==> config.mk <==
export PLATFORM = sky130hd
export DESIGN_NAME = dual_edge_counter
export DESIGN_NICKNAME = d
export VERILOG_FILES = /design/src/rtl/dec_pkg.sv /design/src/rtl/dec_incr.sv /design/src/rtl/dec_half_reg.sv /design/src/rtl/dual_edge_counter.sv
export SDC_FILE = /design/constraint.sdc
export NUM_CORES = 1
export LEC_CHECK = 0
export BUFFER_PORTS_ARGS = -buffer_cell sky130_fd_sc_hd__buf_2
export CORE_ASPECT_RATIO = 0.9
export CORE_MARGIN = 2
export CORE_UTILIZATION = 59
export CTS_BUF_LIST = sky130_fd_sc_hd__clkbuf_16
export DETAILED_ROUTE_END_ITERATION = 6
export GPL_TIMING_DRIVEN = 0
export PLACE_DENSITY = 0.83
export SLEW_MARGIN = 40
export SYNTH_ARGS = -nofsm -noshare
export SYNTH_HDL_FRONTEND = slang
export SYNTH_SLANG_ARGS = --single-unit
==> constraint.sdc <==
create_clock -name clk -period 10.72 [get_ports clk]
set_input_delay 0.536 -clock clk [delete_from_list [all_inputs] [get_ports clk]]
set_output_delay 0.536 -clock clk [all_outputs]
set_load 0.005 [all_outputs]
==> src/rtl/dec_pkg.sv <==
package dec_pkg;

   // Edge polarity that a half register responds to
   typedef enum logic {
      EDGE_RISE = 1'b0,
      EDGE_FALL = 1'b1
   } edge_e;

endpackage

==> src/rtl/dec_incr.sv <==
// Ripple-carry incrementer; the step input feeds the carry-in so a low
// step passes the value through unchanged.
module dec_incr #(
   parameter int WIDTH = 16
) (
   input  logic [WIDTH-1:0] cur,
   input  logic             step,
   output logic [WIDTH-1:0] nxt
);
   localparam int NCARRY = WIDTH + 1;

   logic [NCARRY-1:0] carry;

   assign carry[0] = step;

   for (genvar i = 0; i < WIDTH; i++) begin : g_bit
      assign nxt[i]     = cur[i] ^ carry[i];
      assign carry[i+1] = cur[i] & carry[i];
   end

   // The carry out of the top bit is dropped so the count wraps
   logic unused_carry_out;
   assign unused_carry_out = carry[NCARRY-1];

endmodule

==> src/rtl/dec_half_reg.sv <==
// One half of the split state: a register triggered on a single edge
// polarity. It loads the target count XORed with the opposite half, so
// the XOR of both halves equals the target after the edge.
module dec_half_reg
   import dec_pkg::*;
#(
   parameter int    WIDTH = 16,
   parameter edge_e EDGE  = EDGE_RISE
) (
   input  logic             clk,
   input  logic             rst_n,
   input  logic [WIDTH-1:0] target,
   input  logic [WIDTH-1:0] other,
   output logic [WIDTH-1:0] q
);
   logic [WIDTH-1:0] load_val;

   assign load_val = target ^ other;

   if (EDGE == EDGE_RISE) begin : g_rise
      always_ff @(posedge clk or negedge rst_n) begin
         if (!rst_n) q <= '0;
         else        q <= load_val;
      end
   end else begin : g_fall
      always_ff @(negedge clk or negedge rst_n) begin
         if (!rst_n) q <= '0;
         else        q <= load_val;
      end
   end

endmodule

==> src/rtl/dual_edge_counter.sv <==
// Counter that advances on both clock edges using single-edge flops.
module dual_edge_counter
   import dec_pkg::*;
#(
   parameter int WIDTH      = 16,
   parameter bit HAS_ENABLE = 1'b1
) (
   input  logic             clk,
   input  logic             rst_n,
   input  logic             en,
   output logic [WIDTH-1:0] count
);
   localparam int MAX_WIDTH = 64;

   if (WIDTH < 1 || WIDTH > MAX_WIDTH) begin : g_bad_width
      $error("dual_edge_counter: WIDTH must lie in 1..64");
   end

   logic [WIDTH-1:0] q_rise;
   logic [WIDTH-1:0] q_fall;
   logic [WIDTH-1:0] count_nxt;
   logic             step;

   // The step is gated by en only in the variant that has an enable
   if (HAS_ENABLE) begin : g_en
      assign step = en;
   end else begin : g_free
      logic unused_en;
      assign unused_en = en;
      assign step      = 1'b1;
   end

   // True count: neither half is meaningful on its own
   assign count = q_rise ^ q_fall;

   dec_incr #(
      .WIDTH (WIDTH)
   ) u_incr (
      .cur  (count),
      .step (step),
      .nxt  (count_nxt)
   );

   dec_half_reg #(
      .WIDTH (WIDTH),
      .EDGE  (EDGE_RISE)
   ) u_rise (
      .clk    (clk),
      .rst_n  (rst_n),
      .target (count_nxt),
      .other  (q_fall),
      .q      (q_rise)
   );

   dec_half_reg #(
      .WIDTH (WIDTH),
      .EDGE  (EDGE_FALL)
   ) u_fall (
      .clk    (clk),
      .rst_n  (rst_n),
      .target (count_nxt),
      .other  (q_rise),
      .q      (q_fall)
   );

endmodule

Yosys cells after proc, flatten, opt, wreduce, memory -nomap -nowiden
Index checks and enable logic that the tools add are counted.
- output and inout bits: 16
- word-level logic and storage cells: 36
- bits of input ports: 3
- register bits after elaboration: 32
- bitwise logic cells: 34
- operators by type and width (kind ; count):
    $xor 16x16->16 ; 3
    $xor 1x1->1 ; 16
    $and 1x1->1 ; 15

Longest topological paths before layout
Gate-level depths: netlist of run 1.
- depth in word-level cells: 18
- mapped depth: 17

Cells and area by module
A second synthesis of run 1 with hierarchy kept.
- cell total of the unflattened synthesis: 96
- area, all modules: 1417.6 µm²
- modules (own cells, without submodules) (module ; area an instance (µm²) ; cells an instance ; instances):
    dec_half_reg ; 540.5 ; 32 ; 2
    dec_incr ; 196.4 ; 16 ; 1
    dual_edge_counter ; 140.1 ; 16 ; 1

==> results of run 1 <==
state kept, by name, indices dropped and copies added (netlist names):
register,flops
u_rise.q,16
u_fall.q,16
through the flow:
step	hold WS, ns	setup WS [ns]
after floorplan	0.240	1.78
after global placement	0.436	1.50
after detailed placement	0.473	1.49
after CTS	0.324	1.59
after global routing	0.359	1.44
final	0.307	1.62
worst paths after layout:
kind / from / to / slack (ns)
hold reg to reg: u_fall.q[15] / u_fall.q[15] / 0.47
setup / recovery: u_rise.q[0] / u_fall.q[14] / 1.62
max in group asynchronous: rst_n / u_fall.q[12] / 4.73
setup reg to reg: u_rise.q[0] / u_fall.q[14] / 1.62
hold / removal: rst_n / u_rise.q[14] / 0.31
min in group clk: u_fall.q[15] / u_fall.q[15] / 0.47
per-layer routing:
layer / vias to the layer above / part of all wire, % / wire, um / track usage (%)
met5: - / 0 / 0 / 0
met4: 0 / 1.4 / 27 / 8.54
met3: 4 / 3.5 / 67 / 5.41
met2: 13 / 49 / 931 / 26.8
met1: 339 / 46 / 868 / 18.8
li1: 354 / - / - / -
cells in the final DEF (no fill, tap or decap):
| master | n |
|---|---|
| ha_1 | 15 |
| xor2_1 | 48 |
| dfrtp_1 | 16 |
| dfrtn_1 | 16 |
| clkinv_2 | 1 |
| bufinv_16 | 1 |
| clkbuf_16 | 5 |
| inv_1 | 1 |
| buf_2 | 18 |
final cells by class:
cell class | instances | area, um2 | share of cell area, %
clock buffer | 5 | 125 | 7.37
clock inverter | 3 | 38.8 | 2.29
multi-input combinational | 63 | 608 | 35.8
sequential | 32 | 801 | 47.2
tap | 27 | 33.8 | 1.99
timing repair buffer | 18 | 90.1 | 5.31
cells by family after synthesis:
| logic type | after synthesis | synth area share, % |
|---|---|---|
| adders and majority gates | 15 | 13.3 |
| xor gates and xnor gates | 48 | 29.8 |
| DFF | 32 | 56.8 |
==> summary.txt, run 1 <==
CTS
  • Worst skew pair latency: 0.29 ns
  • Hold-fix buffers, CTS: 0
  • CTS tree: built
  • Clk sinks: 32
  • Root Buffer: clkbuf_16
  • CTS H-tree lvls: 2
  • CTS Buffer Depth: 2
  • Setup bufs post-CTS: 0
  • Post-cts repair resize count: 0
  • Total CTS buffers: 5
  • Clock-pin slew on the worst setup and hold paths: 0.05 ns

Layout
  • Area delta synth->final: 20.4%
  • # diodes: 0
  • Final Core Density: 76.4%
  • Layout cell share with drive strength beyond 1: 20.7%
  • Non-filler instance count after layout: 148
  • FILL cells: 135
  • Final net count: 138
  • Final Cell Area: 1700 um2

Routing
  • Mean routed wirelength per cell: 12.8 um
  • DR vias: 710
  • Routed Antenna Nets: 0
  • DR iter-0 viols: 20
  • Post-route DRC violation count: 0
  • Vias per cell: 4.80
  • TritonRoute pass-1 iters: 2
  • Final wirelength: 1.90 mm

STA
  • Final hold vios: 0
  • Setup tns final: 0 ns
  • Worst rel slew slack: 54.8%
  • RSZ-0062 raised after global routing: no
  • Slew Viols, Final: 0
  • Worst Tran Pin Value: 0.677 ns
  • Final Setup Violations: 0
  • Setup Skew: 0.0283 ns

Synth
  • Synth top area share: 29.8%
  • Top post-synthesis cells by area: xor2_1 (30%), dfrtn_1 (28%), dfrtp_1 (28%), ha_1 (13%)
  • Mean Syn Cell Area: 14.8 um2
  • Yosys cell types: 4
  • Area of the mapped netlist: 1410 um2
  • Number of synthesized flops with an enable pin: 0
  • Sequential fraction of the synthesis area: 56.8%
  • Warnings from Yosys: 0
  • Asr flop ratio synth: 100%
  • Register bit total from synthesis: 32
  • Dominant synthesized flop cell: dfrtp_1
  • Mapped Cells: 95
  • Post-synth top cells: xor2_1 (48), dfrtn_1 (16), dfrtp_1 (16)
  • Yosys top cell by area: xor2_1
  • Most common cell in the synthesized netlist: xor2_1
  • Synthesized net count: 113

Placed design
  • Cells after DPL: 140
  • Detail Placement HPWL: 1.41 mm
  • GP Congestion: 0.681
  • Post-DP Area: 1530 um2
  • IO buf count: 18

Setup path
  • CP Capture Type: flip-flop
  • CP Class: flip-flop to flip-flop
  • CP peak stage delay: 0.40 ns
  • Critical path, cell by cell: xor2_1 -> ha_1 -> ha_1 -> ha_1 -> ha_1 -> ha_1 -> ha_1 -> ha_1 -> ha_1 -> ha_1 -> ha_1 -> ha_1 -> ha_1 -> ha_1 -> ha_1 -> ha_1 -> xor2_1
  • Instance count on the critical path: 17
  • Crit path launch type: flip-flop
  • Reg2Reg Depth: 17
  • CP arrival: 3.88 ns
  • Crit path max-delay family: adder cells
  • CP max-delay cell: dfrtp_1
  • WP data required: 5.50 ns
  • Most common cell type on the critical path: ha_1
  • Max Fanout on Critical Path: 2
  • Crit path buf inv count: 0

Die
  • Num ports: 19
  • Site Rows: 16
  • Starting Density: 63.4%
  • Die Area: 2800 um2
  • Die Y: 50.4 um
  • Horiz. Die Dim: 55.5 um
  • Core outline area: 2220 um2

Run status
  • Status: complete, no violations

Run
  • Max-cap violation count: 0

GRT
  • Gr ovfl total: 0
  • Vias in the first global route: 767
  • Largest net degree at the start of global routing: 33
  • First-pass GRT wire length: 3.29 mm
  • Total GRT Usage: 16.2%
  • Antenna violations before repair: 0

Hold path
  • HP Class: primary input to async pin
Power of run 1 is not shown: default switching activity piles up to over one toggle a cycle in this logic, so the estimate is an artifact.
==> inputs of run 2 (changes only) <==
--- a/config.mk
+++ b/config.mk
@@ -8,11 +8,11 @@
 export BUFFER_PORTS_ARGS = -buffer_cell sky130_fd_sc_hd__buf_2
 export CORE_ASPECT_RATIO = 0.9
 export CORE_MARGIN = 2
-export CORE_UTILIZATION = 59
+export CORE_UTILIZATION = 50
 export CTS_BUF_LIST = sky130_fd_sc_hd__clkbuf_16
 export DETAILED_ROUTE_END_ITERATION = 6
 export GPL_TIMING_DRIVEN = 0
-export PLACE_DENSITY = 0.83
+export PLACE_DENSITY = 0.76
 export SLEW_MARGIN = 40
 export SYNTH_ARGS = -nofsm -noshare
 export SYNTH_HDL_FRONTEND = slang
==> constraint.sdc (replaced) <==
create_clock -name clk -period 8 [get_ports clk]
set_input_delay 0.4 -clock clk [delete_from_list [all_inputs] [get_ports clk]]
set_output_delay 0.4 -clock clk [all_outputs]
set_load 0.005 [all_outputs]
==> run 2 against run 1 <==
  * Count of clock-buffer cells in the layout unchanged
  * Final cell count grew 2.0%
  * Via count increased by 1.7%
  * Non-clock buffer count unchanged
==> summary.txt, run 2 (synthesis results as in run 1) <==
CTS
  • CTS H-tree lvls: 2
  • Root Buffer: clkbuf_16
  • Worst skew pair latency: 0.29 ns
  • Clk sinks: 32
  • CTS Buffer Depth: 2
  • Hold-fix buffers, CTS: 0
  • Setup bufs post-CTS: 0
  • Clock-pin slew on the worst setup and hold paths: 0.05 ns
  • CTS tree: built
  • Total CTS buffers: 5
  • Post-cts repair resize count: 0

Run status
  • Status: complete, no violations

Power
  • Max VDD drop: 0.000239 V
  • Clk network pwr share: 19.6%
  • Reg power frac: 35.4%
  • Cell internal pwr: 0.569 mW
  • Comb pwr share: 45.0%
  • Switching power: 0.320 mW
  • Leakage power total: 0.918 nW
  • Sw Share: 36.0%
  • P per Cell Area: 531 nW/um2

Placed design
  • Cells after DPL: 143
  • GP Congestion: 0.636
  • IO buf count: 18
  • Detail Placement HPWL: 1.33 mm

Setup path
  • Most common cell type on the critical path: ha_1
  • CP Class: flip-flop to flip-flop
  • Critical path, cell by cell: xor2_1 -> ha_1 -> ha_1 -> ha_1 -> ha_1 -> ha_1 -> ha_1 -> ha_1 -> ha_1 -> ha_1 -> ha_1 -> ha_1 -> ha_1 -> ha_1 -> ha_1 -> ha_1 -> xor2_1
  • CP max-delay cell: dfrtp_1
  • CP Capture Type: flip-flop
  • CP peak stage delay: 0.40 ns
  • Crit path launch type: flip-flop
  • WP data required: 4.14 ns
  • Max Fanout on Critical Path: 2
  • CP arrival: 3.88 ns

Routing
  • Post-route DRC violation count: 0
  • Vias per cell: 4.78
  • TritonRoute pass-1 iters: 3
  • Routed Antenna Nets: 0
  • DR vias: 722
  • Mean routed wirelength per cell: 12.4 um
  • Final wirelength: 1.87 mm
  • DR iter-0 viols: 22

Die
  • Horiz. Die Dim: 60.0 um
  • Die Y: 54.4 um
  • Die Area: 3260 um2
  • Site Rows: 18
  • Starting Density: 52.1%
  • Core outline area: 2700 um2
  • Num ports: 19

STA
  • Hold WS: 0.171 ns
  • Setup tns final: 0 ns
  • Setup Skew: 0.0273 ns
  • Final Setup Violations: 0
  • Final hold vios: 0
  • Slew Viols, Final: 0
  • Worst Tran Pin Value: 0.682 ns
  • RSZ-0062 raised after global routing: no
  • Worst rel slew slack: 54.5%

Layout
  • Layout cell share with drive strength beyond 1: 20.7%
  • Final net count: 138
  • FILL cells: 221
  • Non-filler instance count after layout: 151
  • Commonest cells after routing, fill and taps aside: xor2_1 (48), buf_2 (18), dfrtn_1 (16), dfrtp_1 (16), ha_1 (15)
  • # diodes: 0
  • Area delta synth->final: 18.9%
  • Commonest non-fill, non-tap cell in the layout: xor2_1
  • Biggest regs: u_fall.q x16, u_rise.q x16

GRT
  • Vias in the first global route: 733
  • First-pass GRT wire length: 3.11 mm
  • Antenna violations before repair: 0
  • Total GRT Usage: 13.9%
  • Largest net degree at the start of global routing: 33
  • Gr ovfl total: 0

Run
  • Max-cap violation count: 0

Hold path
  • HP Class: primary input to async pin
==> run 2: layout make-up <==
cell class	instances	area (um2)	area share, %
Clock buffer	5	125	7.47
Clock inverter	3	13.8	0.822
Multi-Input combinational cell	63	608	36.3
Sequential cell	32	801	47.8
Tap cell	30	37.5	2.24
Timing Repair Buffer	18	90.1	5.38
==> run 2: routing by layer <==
metal  share of wire (%)  GRT usage, %  routed length (um)
met1                  45          16.0                 835
met5                   0             0                   0
met3                 4.8          7.80                  89
met2                  51          21.6                 945
met4                   0          5.56                   0
==> run 2: path summary, 6_finish.rpt <==
| check | startpoint | endpoint | slack (ns) | depth (start not counted) |
|---|---|---|---|---|
| worst max-delay path | u_rise.q[0] | u_fall.q[14] | 0.26 | 17 |
| worst min-delay path | rst_n | u_rise.q[12] | 0.17 | 1 |
| worst max register to register | u_rise.q[0] | u_fall.q[14] | 0.26 | 17 |
| worst min register to register | u_fall.q[15] | u_fall.q[15] | 0.46 | 1 |
| max in group asynchronous | rst_n | u_fall.q[6] | 3.50 | 1 |
| min in group clk | u_fall.q[15] | u_fall.q[15] | 0.46 | 1 |
==> run 2: stage by stage <==
stage	utilization, %	power (mW)	area (um2)	worst slack [ns]
finish	62.0	0.889	1680	0.256
global route	62.0	0.966	1680	0.0890
global placement	56.9	0.696	1540	0.246
detailed placement	56.9	0.722	1540	0.205
floorplan	-	0.601	1410	0.424
CTS	62.0	0.906	1680	0.190
==> run 2: power by group through the flow <==
stage	registers [mW]	clock network [mW]	logic, mW
after floorplan	0.307	0	0.295
after global placement	0.313	0	0.383
after detailed placement	0.317	0	0.405
after CTS	0.315	0.182	0.409
after global routing	0.323	0.189	0.453
final	0.314	0.174	0.400
==> run 2: critical path: cells and delay by family, from the launching register on <==
family	cells	cell delay, ns
xor+xnor	2	0.33
flops	1	0.40
fa+ha+maj	15	2.87
Power figures use the tool's default switching activity.
==> inputs of run 3 (changes only) <==
--- a/config.mk
+++ b/config.mk
@@ -8,11 +8,11 @@
 export BUFFER_PORTS_ARGS = -buffer_cell sky130_fd_sc_hd__buf_2
 export CORE_ASPECT_RATIO = 0.9
 export CORE_MARGIN = 2
-export CORE_UTILIZATION = 50
+export CORE_UTILIZATION = 42
 export CTS_BUF_LIST = sky130_fd_sc_hd__clkbuf_16
 export DETAILED_ROUTE_END_ITERATION = 6
 export GPL_TIMING_DRIVEN = 0
-export PLACE_DENSITY = 0.76
+export PLACE_DENSITY = 0.66
 export SLEW_MARGIN = 40
 export SYNTH_ARGS = -nofsm -noshare
 export SYNTH_HDL_FRONTEND = slang
==> run 3 against run 2 <==
  * Clock skew up 0.0010 ns
  * Sequential share of layout area down 0.39 points
  * Die area up 18%
  * Final cell count up 7.9%
  * Critical endpoint unchanged
  * Register-to-register slack about the same
  * First-iteration DRC count down 23%
  * Power down 0.38%
  * Non-clock buffer count unchanged
  * Via count down 1.8%
  * Highest routed layer is now met4
  * Critical path depth unchanged
==> summary.txt, run 3 (synthesis results as in run 1) <==
STA
  • Slew Viols, Final: 0
  • RSZ-0062 raised after global routing: no
  • Final Setup Violations: 0
  • Setup Skew: 0.0284 ns
  • Worst Tran Pin Value: 0.698 ns
  • Setup WS post-layout: 0.258 ns
  • Worst rel slew slack: 53.5%
  • Final hold vios: 0
  • Setup tns final: 0 ns
  • Hold WS: 0.180 ns

Setup path
  • CP Capture Type: flip-flop
  • WP data required: 4.14 ns
  • Flop2flop setup slack: 0.26 ns
  • Crit path launch type: flip-flop
  • CP arrival: 3.88 ns
  • CP Class: flip-flop to flip-flop
  • Reg2Reg Depth: 17
  • RR Endpoint: u_fall.q[14]
  • FF-to-FF Start: u_rise.q[0]
  • Max Fanout on Critical Path: 2

GRT
  • Gr ovfl total: 0
  • Total GRT Usage: 12.2%
  • Antenna violations before repair: 0
  • First-pass GRT wire length: 3.44 mm
  • Vias in the first global route: 830
  • Largest net degree at the start of global routing: 33

Layout
  • Final Core Density: 53.8%
  • Non-filler instance count after layout: 163
  • Biggest regs: u_fall.q x16, u_rise.q x16
  • Area delta synth->final: 19.9%
  • Commonest cells after routing, fill and taps aside: xor2_1 (48), buf_2 (18), dfrtn_1 (16), dfrtp_1 (16), ha_1 (15)
  • Layout cell share with drive strength beyond 1: 19.8%
  • Final Cell Area: 1690 um2
  • # diodes: 0
  • Commonest non-fill, non-tap cell in the layout: xor2_1
  • Final net count: 138

Die
  • Die Y: 58.9 um
  • Horiz. Die Dim: 65.1 um
  • Die Area: 3830 um2
  • Num ports: 19
  • Core outline area: 3140 um2
  • Starting Density: 44.9%
  • Site Rows: 19

Routing
  • Met3 WL: 76 um
  • Final wirelength: 1.94 mm
  • Met2 Wirelength: 966 um
  • DR vias: 709
  • M1 WL: 890 um
  • Routed Antenna Nets: 0
  • Mean routed wirelength per cell: 11.9 um
  • DR iter-0 viols: 17
  • Uppermost layer routed: met4
  • Vias per cell: 4.35
  • Post-route DRC violation count: 0
  • TritonRoute pass-1 iters: 2

CTS
  • Clock-pin slew on the worst setup and hold paths: 0.05 ns
  • Hold-fix buffers, CTS: 0
  • Post-cts repair resize count: 0
  • CTS Buffer Depth: 2
  • Worst skew pair latency: 0.29 ns
  • Clk sinks: 32
  • CTS tree: built
  • CTS H-tree lvls: 2
  • Total CTS buffers: 5
  • Setup bufs post-CTS: 0
  • Root Buffer: clkbuf_16

Power
  • Leakage power total: 0.923 nW
  • P per Cell Area: 524 nW/um2
  • Total power draw: 0.885 mW
  • Max VDD drop: 0.000277 V

Run status
  • Status: complete, no violations

Placed design
  • IO buf count: 18
  • Cells after DPL: 155
  • GP Congestion: 0.632
  • Detail Placement HPWL: 1.41 mm
  • Setup WS pre-CTS: 0.197 ns
  • Post-DP Area: 1550 um2

Hold path
  • HP Class: primary input to async pin

Run
  • Max-cap violation count: 0
[run 3: power by group]
part	internal [mW]	switching (mW)
logic	0.202	0.199
clock network	0.112	0.0585
registers	0.255	0.0596
total	0.569	0.317
[run 3: worst max-delay path by stage]
stage,from,slack (ns),to,cells after the start
after floorplan,u_rise.q[0],0.42,u_fall.q[14],17
after global placement,u_rise.q[0],0.23,u_fall.q[14],17
after detailed placement,u_rise.q[0],0.20,u_fall.q[14],17
after CTS,u_rise.q[0],0.20,u_fall.q[14],17
after global routing,u_rise.q[0],0.07,u_fall.q[14],17
final,u_rise.q[0],0.26,u_fall.q[14],17
[run 3: layer usage]
| layer | GRT usage (%) | vias up |
|---|---|---|
| met3 | 4.59 | 2 |
| li1 | - | 352 |
| met1 | 14.1 | 342 |
| met2 | 20.2 | 13 |
| met5 | 0 | - |
| met4 | 6.25 | 0 |
[run 3: final cells by class]
cell class	instances	area [um2]
clock buffer	5	125
multi-input combinational	63	608
sequential	32	801
tap	42	52.6
fill	282	1450
clock inverter	3	12.5
timing repair buffer	18	90.1
[run 3: critical path, cell delays in order, from the launching register on]
cell,delay (ns)
dfrtp_1,0.39
xor2_1,0.16
ha_1,0.19
ha_1,0.19
ha_1,0.18
ha_1,0.18
ha_1,0.19
ha_1,0.19
ha_1,0.18
ha_1,0.18
ha_1,0.18
ha_1,0.18
ha_1,0.18
ha_1,0.19
ha_1,0.19
ha_1,0.19
ha_1,0.31
xor2_1,0.17
